<file path="src/rtl/cursor_pkg.sv">
package cursor_pkg;

  localparam int CUR_DIM   = 64;
  localparam int ROW_BYTES = 16;
  localparam int ROW_BITS  = ROW_BYTES * 8;
  localparam int PLANE_BITS = ROW_BITS / 2;

  localparam logic [31:0] OFF_MASK = 32'h07FF_FFF0;
  localparam logic [31:0] POS_MASK = 32'h3FFF_0FFF;
  localparam logic [31:0] HOT_MASK = 32'h003F_003F;
  localparam logic [31:0] COL_MASK = 32'h00FF_FFFF;
  localparam logic [31:0] BASE_MASK = 32'h07FF_FFFF;

  typedef enum logic [2:0] {
    CSR_OFFSET = 3'd0,
    CSR_POS    = 3'd1,
    CSR_HOT    = 3'd2,
    CSR_COL0   = 3'd3,
    CSR_COL1   = 3'd4,
    CSR_CTRL   = 3'd5
  } csr_sel_e;

  // Byte address of the bitmap row for a given cursor row.
  function automatic logic [31:0] row_fetch_addr(
    input logic [31:0] base,
    input logic [31:0] img_off,
    input logic [5:0]  hot_x,
    input logic [5:0]  hot_y,
    input logic [5:0]  row
  );
    logic [31:0] a;
    a = (base & BASE_MASK) + img_off;
    a = a - {26'd0, hot_x} - {22'd0, hot_y, 4'd0};
    a = a + {22'd0, row, 4'd0};
    return a;
  endfunction

  function automatic logic [14:0] visible_width(input logic [10:0] field);
    return ({4'd0, field} + 15'd1) << 3;
  endfunction

  // Mask/pattern pair applied to one background pixel.
  function automatic logic [31:0] blend_pixel(
    input logic        mask_b,
    input logic        patt_b,
    input logic [31:0] bg,
    input logic [23:0] col0,
    input logic [23:0] col1
  );
    logic [31:0] r;
    if (mask_b) r = patt_b ? ~bg : bg;
    else        r = {(patt_b ? col1 : col0), 8'hFF};
    return r;
  endfunction

endpackage

</file>
<file path="src/rtl/cursor_regs.sv">
module cursor_regs
  import cursor_pkg::*;
(
  input  logic        clk,
  input  logic        rst_n,
  input  logic        we,
  input  logic [2:0]  addr,
  input  logic [31:0] wdata,
  output logic [31:0] rdata,
  output logic        enable,
  output logic        frozen,
  output logic [31:0] act_off,
  output logic [13:0] act_x,
  output logic [11:0] act_y,
  output logic [5:0]  act_hx,
  output logic [5:0]  act_hy,
  output logic [23:0] act_c0,
  output logic [23:0] act_c1
);

  logic [31:0] off_q, pos_q, hot_q, c0_q, c1_q;
  logic [31:0] off_n, pos_n, hot_n, c0_n, c1_n;
  logic        en_q, en_n, lock_q, lock_n;

  always_comb begin
    off_n = off_q; pos_n = pos_q; hot_n = hot_q;
    c0_n = c0_q; c1_n = c1_q; en_n = en_q; lock_n = lock_q;
    if (we) begin
      case (addr)
        CSR_OFFSET: begin off_n = wdata & OFF_MASK; lock_n = wdata[31]; end
        CSR_POS:    begin pos_n = wdata & POS_MASK; lock_n = wdata[31]; end
        CSR_HOT:    begin hot_n = wdata & HOT_MASK; lock_n = wdata[31]; end
        CSR_COL0:   c0_n = wdata & COL_MASK;
        CSR_COL1:   c1_n = wdata & COL_MASK;
        CSR_CTRL:   en_n = wdata[0];
        default: ;
      endcase
    end
  end

  always_ff @(posedge clk or negedge rst_n) begin
    if (!rst_n) begin
      off_q <= '0; pos_q <= '0; hot_q <= '0; c0_q <= '0; c1_q <= '0;
      en_q <= 1'b0; lock_q <= 1'b0;
      act_off <= '0; act_x <= '0; act_y <= '0; act_hx <= '0; act_hy <= '0;
      act_c0 <= '0; act_c1 <= '0;
    end else begin
      off_q <= off_n; pos_q <= pos_n; hot_q <= hot_n;
      c0_q <= c0_n; c1_q <= c1_n; en_q <= en_n; lock_q <= lock_n;
      if (!lock_n) begin
        act_off <= off_n;
        act_x   <= pos_n[29:16];
        act_y   <= pos_n[11:0];
        act_hx  <= hot_n[21:16];
        act_hy  <= hot_n[5:0];
        act_c0  <= c0_n[23:0];
        act_c1  <= c1_n[23:0];
      end
    end
  end

  always_comb begin
    case (addr)
      CSR_OFFSET: rdata = off_q | {lock_q, 31'd0};
      CSR_POS:    rdata = pos_q | {lock_q, 31'd0};
      CSR_HOT:    rdata = hot_q | {lock_q, 31'd0};
      CSR_COL0:   rdata = c0_q;
      CSR_COL1:   rdata = c1_q;
      CSR_CTRL:   rdata = {31'd0, en_q};
      default:    rdata = '0;
    endcase
  end

  assign enable = en_q;
  assign frozen = lock_q;

  AST_FREEZE_HOLDS: assert property (@(posedge clk) disable iff (!rst_n)
    lock_q |-> ($stable(act_x) && $stable(act_y) && $stable(act_c0) && $stable(act_c1) && $stable(act_off)))
    else $error("frozen cursor state changed");

  AST_RELEASE_APPLIES: assert property (@(posedge clk) disable iff (!rst_n)
    $fell(lock_q) |-> (act_x == pos_q[29:16] && act_y == pos_q[11:0]))
    else $error("release did not apply stored position");

endmodule

</file>
<file path="src/rtl/cursor_fetch.sv">
module cursor_fetch
  import cursor_pkg::*;
#(
  parameter int MEM_W = 64
) (
  input  logic                clk,
  input  logic                rst_n,
  input  logic                line_start,
  input  logic [11:0]         line_num,
  input  logic                enable,
  input  logic [11:0]         cur_y,
  input  logic [11:0]         vdisp_end,
  input  logic [31:0]         disp_base,
  input  logic [31:0]         img_off,
  input  logic [5:0]          hot_x,
  input  logic [5:0]          hot_y,
  output logic                mem_rd_en,
  output logic [31:0]         mem_addr,
  input  logic [MEM_W-1:0]    mem_rdata,
  output logic [ROW_BITS-1:0] row_bits,
  output logic                line_ready
);

  localparam int BEATS      = ROW_BITS / MEM_W;
  localparam int BEAT_BYTES = MEM_W / 8;
  localparam int CNT_W      = $clog2(BEATS) + 1;

  logic             busy_q, pend_q, ready_q;
  logic [CNT_W-1:0] issue_q, cap_q;
  logic [31:0]      addr_q;
  logic             in_window;
  logic [5:0]       row_idx;

  assign in_window = enable && (line_num >= cur_y)
                  && ({1'b0, line_num} <= ({1'b0, cur_y} + 13'd63))
                  && (line_num <= vdisp_end);
  assign row_idx   = line_num[5:0] - cur_y[5:0];

  assign mem_rd_en  = busy_q;
  assign mem_addr   = addr_q + (32'(issue_q) * BEAT_BYTES);
  assign line_ready = ready_q;

  always_ff @(posedge clk or negedge rst_n) begin
    if (!rst_n) begin
      busy_q <= 1'b0; pend_q <= 1'b0; ready_q <= 1'b0;
      issue_q <= '0; cap_q <= '0; addr_q <= '0;
    end else if (line_start) begin
      busy_q  <= in_window;
      pend_q  <= 1'b0;
      ready_q <= 1'b0;
      issue_q <= '0;
      cap_q   <= '0;
      if (in_window) addr_q <= row_fetch_addr(disp_base, img_off, hot_x, hot_y, row_idx);
    end else begin
      pend_q <= busy_q;
      if (busy_q) begin
        issue_q <= issue_q + 1'b1;
        if (issue_q == CNT_W'(BEATS - 1)) busy_q <= 1'b0;
      end
      if (pend_q) begin
        cap_q <= cap_q + 1'b1;
        if (cap_q == CNT_W'(BEATS - 1)) ready_q <= 1'b1;
      end
    end
  end

  for (genvar g = 0; g < BEATS; g++) begin : g_beat
    logic [MEM_W-1:0] beat_r;
    always_ff @(posedge clk or negedge rst_n) begin
      if (!rst_n) beat_r <= '0;
      else if (!line_start && pend_q && cap_q == CNT_W'(g)) beat_r <= mem_rdata;
    end
    assign row_bits[g*MEM_W +: MEM_W] = beat_r;
  end

  AST_NO_FETCH_DISABLED: assert property (@(posedge clk) disable iff (!rst_n)
    (line_start && !enable) |=> !mem_rd_en)
    else $error("fetch while disabled");

  AST_NO_FETCH_ABOVE: assert property (@(posedge clk) disable iff (!rst_n)
    (line_start && line_num < cur_y) |=> !mem_rd_en)
    else $error("fetch above cursor window");

  AST_READY_AFTER_READS: assert property (@(posedge clk) disable iff (!rst_n)
    mem_rd_en |-> !line_ready)
    else $error("row marked ready during fetch");

  AST_ADDR_STEP: assert property (@(posedge clk) disable iff (!rst_n)
    (mem_rd_en && $past(mem_rd_en) && !$past(line_start)) |-> (mem_addr == $past(mem_addr) + BEAT_BYTES))
    else $error("fetch address step wrong");

endmodule

</file>
<file path="src/rtl/cursor_mixer.sv">
module cursor_mixer
  import cursor_pkg::*;
(
  input  logic                clk,
  input  logic                rst_n,
  input  logic                pix_valid,
  input  logic [13:0]         pix_x,
  input  logic [31:0]         bg_pixel,
  input  logic                enable,
  input  logic                line_ready,
  input  logic [13:0]         cur_x,
  input  logic [10:0]         hdisp_field,
  input  logic [ROW_BITS-1:0] row_bits,
  input  logic [23:0]         col0,
  input  logic [23:0]         col1,
  output logic                out_valid,
  output logic [31:0]         out_pixel
);

  logic       in_span, beyond_edge, draw;
  logic [5:0] idx;
  logic [6:0] mask_pos, patt_pos;
  logic       mask_b, patt_b;

  assign in_span     = (pix_x >= cur_x) && ({1'b0, pix_x} < ({1'b0, cur_x} + 15'd64));
  assign beyond_edge = ({1'b0, pix_x} >= visible_width(hdisp_field));
  assign draw        = enable && line_ready && in_span && !beyond_edge;

  assign idx      = pix_x[5:0] - cur_x[5:0];
  assign mask_pos = {1'b0, idx[5:3], 3'd7 - idx[2:0]};
  assign patt_pos = 7'(PLANE_BITS) + mask_pos;
  assign mask_b   = row_bits[mask_pos];
  assign patt_b   = row_bits[patt_pos];

  always_ff @(posedge clk or negedge rst_n) begin
    if (!rst_n) begin
      out_valid <= 1'b0;
      out_pixel <= '0;
    end else begin
      out_valid <= pix_valid;
      if (pix_valid)
        out_pixel <= draw ? blend_pixel(mask_b, patt_b, bg_pixel, col0, col1) : bg_pixel;
    end
  end

  AST_ONE_CYCLE: assert property (@(posedge clk) disable iff (!rst_n)
    out_valid == $past(pix_valid))
    else $error("output strobe latency wrong");

  AST_CLIP_PASS: assert property (@(posedge clk) disable iff (!rst_n)
    (pix_valid && beyond_edge) |=> (out_pixel == $past(bg_pixel)))
    else $error("clipped pixel altered");

  AST_NOT_READY_PASS: assert property (@(posedge clk) disable iff (!rst_n)
    (pix_valid && !line_ready) |=> (out_pixel == $past(bg_pixel)))
    else $error("pixel altered before row ready");

endmodule

</file>
<file path="src/rtl/cursor_overlay.sv">
module cursor_overlay
  import cursor_pkg::*;
#(
  parameter int MEM_W = 64
) (
  input  logic             clk,
  input  logic             rst_n,
  input  logic             reg_we,
  input  logic [2:0]       reg_addr,
  input  logic [31:0]      reg_wdata,
  output logic [31:0]      reg_rdata,
  input  logic [31:0]      disp_base,
  input  logic [10:0]      hdisp_field,
  input  logic [11:0]      vdisp_end,
  input  logic             line_start,
  input  logic [11:0]      line_num,
  input  logic             pix_valid,
  input  logic [13:0]      pix_x,
  input  logic [31:0]      bg_pixel,
  output logic             out_valid,
  output logic [31:0]      out_pixel,
  output logic             mem_rd_en,
  output logic [31:0]      mem_addr,
  input  logic [MEM_W-1:0] mem_rdata
);

  logic                enable, frozen, line_ready;
  logic [31:0]         act_off;
  logic [13:0]         act_x;
  logic [11:0]         act_y;
  logic [5:0]          act_hx, act_hy;
  logic [23:0]         act_c0, act_c1;
  logic [ROW_BITS-1:0] row_bits;

  cursor_regs u_regs (
    .clk(clk), .rst_n(rst_n), .we(reg_we), .addr(reg_addr), .wdata(reg_wdata),
    .rdata(reg_rdata), .enable(enable), .frozen(frozen), .act_off(act_off),
    .act_x(act_x), .act_y(act_y), .act_hx(act_hx), .act_hy(act_hy),
    .act_c0(act_c0), .act_c1(act_c1)
  );

  cursor_fetch #(.MEM_W(MEM_W)) u_fetch (
    .clk(clk), .rst_n(rst_n), .line_start(line_start), .line_num(line_num),
    .enable(enable), .cur_y(act_y), .vdisp_end(vdisp_end), .disp_base(disp_base),
    .img_off(act_off), .hot_x(act_hx), .hot_y(act_hy), .mem_rd_en(mem_rd_en),
    .mem_addr(mem_addr), .mem_rdata(mem_rdata), .row_bits(row_bits),
    .line_ready(line_ready)
  );

  cursor_mixer u_mix (
    .clk(clk), .rst_n(rst_n), .pix_valid(pix_valid), .pix_x(pix_x),
    .bg_pixel(bg_pixel), .enable(enable), .line_ready(line_ready), .cur_x(act_x),
    .hdisp_field(hdisp_field), .row_bits(row_bits), .col0(act_c0), .col1(act_c1),
    .out_valid(out_valid), .out_pixel(out_pixel)
  );

  AST_FROZEN_NO_MOVE: assert property (@(posedge clk) disable iff (!rst_n)
    frozen |-> $stable(act_x))
    else $error("cursor moved while frozen");

endmodule

</file>
<file path="config.mk">
export PLATFORM = sky130hd
export DESIGN_NAME = cursor_overlay
export DESIGN_NICKNAME = d
export VERILOG_FILES = /design/src/rtl/cursor_pkg.sv /design/src/rtl/cursor_regs.sv /design/src/rtl/cursor_fetch.sv /design/src/rtl/cursor_mixer.sv /design/src/rtl/cursor_overlay.sv
export SDC_FILE = /design/constraint.sdc
export NUM_CORES = 1
export LEC_CHECK = 0
export BUFFER_PORTS_ARGS = -buffer_cell sky130_fd_sc_hd__buf_2
export CAP_MARGIN = 20
export CORE_ASPECT_RATIO = 1.75
export CORE_MARGIN = 3
export CORE_UTILIZATION = 61
export CTS_BUF_LIST = sky130_fd_sc_hd__clkbuf_2
export CTS_CLUSTER_DIAMETER = 80
export DETAILED_ROUTE_END_ITERATION = 7
export GPL_TIMING_DRIVEN = 1
export HOLD_SLACK_MARGIN = 0.02
export MAX_ROUTING_LAYER = met4
export PLACE_DENSITY_LB_ADDON = 0.12
export REMOVE_ABC_BUFFERS = 1
export SKIP_CTS_REPAIR_TIMING = 1
export SLEW_MARGIN = 5
export SYNTH_ARGS = -nofsm -noshare
export SYNTH_HDL_FRONTEND = slang
export SYNTH_SLANG_ARGS = --single-unit
</file>
<file path="constraint.sdc">
create_clock -name clk -period 11.1 [get_ports clk]
set_input_delay 1.665 -clock clk [delete_from_list [all_inputs] [get_ports clk]]
set_output_delay 1.665 -clock clk [all_outputs]
set_load 0.005 [all_outputs]
</file>
==> impl.org <==
** Status
- Run status :: completed

** Synth
- Counting flops and latches in the post-synthesis netlist gives 438.
- Ys Warns :: 0
- Among all flip-flop cells after synthesis, the most frequent one is dfrtp_1.
- After technology mapping, the gate count stands at 2270.
- Counting flops with an async set or reset pin after synthesis yields a share of 100%.
- After synthesis, the netlist uses 70 different library cells.
- Seq/Total Area, Yosys :: 45.0%
- Number of flops mapped to enable cells by yosys :: 0
- Syn Area/Cell :: 10.7 sq um
- The cell area that synthesis handed to floorplanning was 0.0244 sq mm.

** Timing
- The worst pin sits at a relative slew slack of 29.4%.
- Number of pins exceeding their max-slew limit in the final report :: 0
- Of the available clock period, the critical path in the final layout requires a little over half.
- Clock skew on the completed layout was measured at 0.0868 ns.
- For the finished layout, the period the worst path requires is about 6 ns.
- The number of hold-slack violations in the final timing report is 0.
- Top achievable clock speed :: between 150 and 200 MHz
- RSZ-0062 raised after global routing :: false
- Setup violations remaining at the end of the flow were counted as 0.
- Worst-margin pin slew :: about 1.1 ns

** Clock tree
- Sinks on the clock net :: between 400 and 500
- CTS tree :: yes
- The longest clock path from root to sink contains 3 buffers.
- The root buffer cell chosen for the clock tree is clkbuf_2.
- Clock latency on the worst-skew pair, taken at its later pin, is 1.08 ns.
- Clock-pin slew was measured on the worst setup and hold paths at approximately 0.13 ns.
- CTS HTree Levels :: 3
- Number of CTS-inserted buffers :: 99

** Critical path
- Among all stages on the critical path, the largest delay is contributed by nor2_1.
- The critical path goes through ha_1 > inv_1 > fa_1 > nor2_1 > nand3_1 > nor2_1 > and2_1 > and3_1 > nand4_1 > nor2_1 > xor2_1 > buf_2.
- Highest fanout seen on the critical path :: 4
- Length in cells of the worst reg-to-reg path :: 19
- Data on the critical path is required at its endpoint by 9.44 ns.
- Crit path launch type :: flop
- Critical path type :: flop to output pin
- For this run, the slowest stage of the critical path takes 0.48 ns.
- Endpoint arrival time on the critical path :: 4.21 ns
- Critical Path End Type :: output pin
- Cell repeated most along the worst path :: nor2_1

** Worst hold path
- Kind of path behind the tightest hold check :: flop to flop
- Number of cells traversed by the worst hold path :: 2

** Power and ir drop
- Pwr dens :: 231 mW/mm^2
- Part of the power in combinational logic :: a little under half
- In this run the power spent charging and discharging nets is 2.63 mW.
- Leakage :: 13.8 nW
- Fraction of power consumed by the clock network :: 17.5%
- Worst-case vdd ir drop :: 0.192 mV
- In this run switching power makes up 41.6% of total power.
- The internal portion of the total power is 3.70 mW.
- Reg power frac :: 35.7%
- Final Power :: roughly 6.3 mW

** Route
- First-pass iteration count of the detailed router :: 5
- For this block, the initial DRC count from the detailed router was 1109.
- Via Count :: 18548
- Dividing the detail-routed via count by the number of cells gives 5.83.
- Remaining design rule violation count :: 0
- Final Routed Wirelength :: 66.3 mm
- Final routed wire length divided by cell count :: 20.8 microns
- The count of nets left with antenna violations once routing finished came out at 0.

** Die
- Die width :: 157 microns
- Number of placed I/O pins :: roughly 320
- The floorplan step defined a die boundary enclosing 0.0425 sq mm.
- Floorplan core area :: roughly 0.039 sq mm
- Floorplan row count :: 96
- Initial Util :: around 62%
- The die is 270 microns tall.

** Finish
- Share of layout cells above drive strength 1 :: 30.4%
- Fill cell total of the finished layout :: 3147
- Compared with the post-synthesis result, the final layout area differs by 12.3%.
- Number of nets in the finished design :: 2994
- Number of cells in the finished layout apart from fillers :: 3181
- Top library cells by usage in the layout, fill and taps aside :: dfrtp_1, nand2_1, buf_2
- Leading cell type in the layout, fill and taps excluded :: dfrtp_1

** Global route
- For this run the aggregate overflow at the end of global routing stands at 0.
- The first global-routing pass estimated 103 mm of wire.
- The initial antenna violation count is 11.
- Pin count of the biggest net entering global routing :: 90
- Met2 routing resource usage after global routing :: 58.3%
- Global Route Usage Sum :: 32.2%
- Global routing consumed, on the met3 layer, 6.18% of the routing resources.
- Most congested layer reported by global routing :: met2
- Global routing used 32.8% of the available met1 tracks.
- Vias in the first global route :: 19990

** Placed design
- Post-DP HPWL :: a little under 50 mm
- The congestion estimate from routability-driven global placement came to ~0.9.
- Total instance count after detailed placement :: roughly 3000
- Port buffering added 308 buffers.

** Job
- Max-cap violations :: 0
==> layout make-up <==
class | instances | area, sq um | share of cell area, %
timing repair buffer | 336 | 1780 | 6.51
tap | 490 | 613 | 2.24
sequential | 438 | 11000 | 40.0
clock buffer | 135 | 676 | 2.47
inverter | 191 | 717 | 2.62
multi-input combinational | 1535 | 12300 | 44.9
antenna | 11 | 27.5 | 0.101
clock inverter | 45 | 308 | 1.12
==> cells in the mapped netlist (5+ instances only) <==
cell type | n | area, sq um
buf_4 | 6 | 45.0
ha_1 | 154 | 1930
nand2b_1 | 10 | 62.6
mux2_2 | 257 | 2890
or3_1 | 32 | 200
buf_2 | 10 | 50.1
o21ai_1 | 11 | 55.1
and2_1 | 7 | 43.8
inv_1 | 191 | 717
or2_2 | 5 | 31.3
nand2_1 | 323 | 1210
nor3_1 | 12 | 60.1
a21oi_1 | 58 | 290
a22oi_1 | 11 | 82.6
a31oi_1 | 29 | 181
dfrtp_1 | 438 | 11000
mux2i_1 | 18 | 180
xnor2_1 | 63 | 552
nor4b_1 | 6 | 52.6
clkbuf_1 | 78 | 293
mux4_2 | 45 | 1010
fa_1 | 22 | 440
o22a_1 | 8 | 70.1
a211oi_1 | 10 | 75.1
nor2_1 | 78 | 293
buf_1 | 7 | 26.3
xor2_1 | 33 | 289
o21a_1 | 9 | 67.6
nand3_1 | 41 | 205
o211ai_1 | 10 | 75.1
o221a_1 | 21 | 236
a21o_1 | 25 | 188
nand4_1 | 15 | 93.8
o21ai_0 | 129 | 646
and3_1 | 13 | 81.3
nor2b_1 | 21 | 131
==> cells by family after synthesis <==
kind of cell               share of synthesized area, %
DFF                                                45.0
and+or+nand+nor                                    10.7
xor gates and xnor gates                           3.45
adders and majority gates                          9.71
muxes                                              16.8
AOI/OAI and AO/OA                                  9.57
buffers and inverters                              4.85
==> flip-flops by register name (all words and copies together) (netlist names), 12 cells and up <==
register,cells
u_regs.act_c1,24
u_fetch.addr_q,32
u_regs.act_y,12
u_regs.act_c0,24
u_regs.hot_q,12
u_regs.c0_q,24
u_regs.off_q,32
u_regs.c1_q,24
u_fetch.g_beat.beat_r,128
u_mix.out_pixel,32
u_regs.act_off,32
u_regs.act_x,14
u_regs.pos_q,26
==> critical path: cells and delay by family (launching register included) <==
family,cells,cell delay [ns]
xor gates and xnor gates,1,0.16
DFF,1,0.44
and+or+nand+nor,7,1.79
adders and majority gates,2,0.59
buffers and inverters,2,0.19
==> routing by layer <==
layer | up-vias | routed length, microns
met5 | - | 0
met4 | 0 | 3130
met2 | 535 | 36500
li1 | 8634 | -
met3 | 147 | 3550
met1 | 9232 | 23100
==> through the flow <==
stage | setup WS, ns | cell area (sq um) | hold slack [ns] | setup TNS [ns] | utilization, %
2_1_floorplan | -0.625 | 23900 | 0.439 | -33.95 | -
3_3_place_gp | 4.64 | 26300 | 0.456 | 0 | 66.9
3_5_place_dp | 4.60 | 26300 | 0.456 | 0 | 66.9
4_1_cts | 5.08 | 27300 | 0.486 | 0 | 69.4
5_1_grt | 4.91 | 27400 | 0.502 | 0 | 69.5
6_report | 5.23 | 27400 | 0.485 | 0 | 69.5
==> power groups by stage <==
stage	clock network [mW]	registers [mW]	logic, mW
3_5_place_dp	0	2.29	2.96
3_3_place_gp	0	2.26	2.88
2_1_floorplan	0	2.19	2.11
6_report	1.11	2.26	2.97
4_1_cts	1.14	2.26	2.97
5_1_grt	1.22	2.30	3.29
==> path summary, 6_finish.rpt <==
path	startpoint	to	slack, ns
max	u_fetch.addr_q[3]	mem_addr[29]	5.23
min reg2reg	u_regs.act_c1[22]	u_regs.act_c1[22]	0.49
min	u_regs.act_c1[22]	u_regs.act_c1[22]	0.49
max reg2reg	u_regs.act_y[1]	u_fetch.addr_q[30]	5.91
max in group asynchronous	rst_n	u_fetch.g_beat[1].beat_r[19]	8.22
min in group asynchronous	rst_n	u_fetch.addr_q[30]	0.56
No activity file was read; power rests on OpenSTA's default activity.
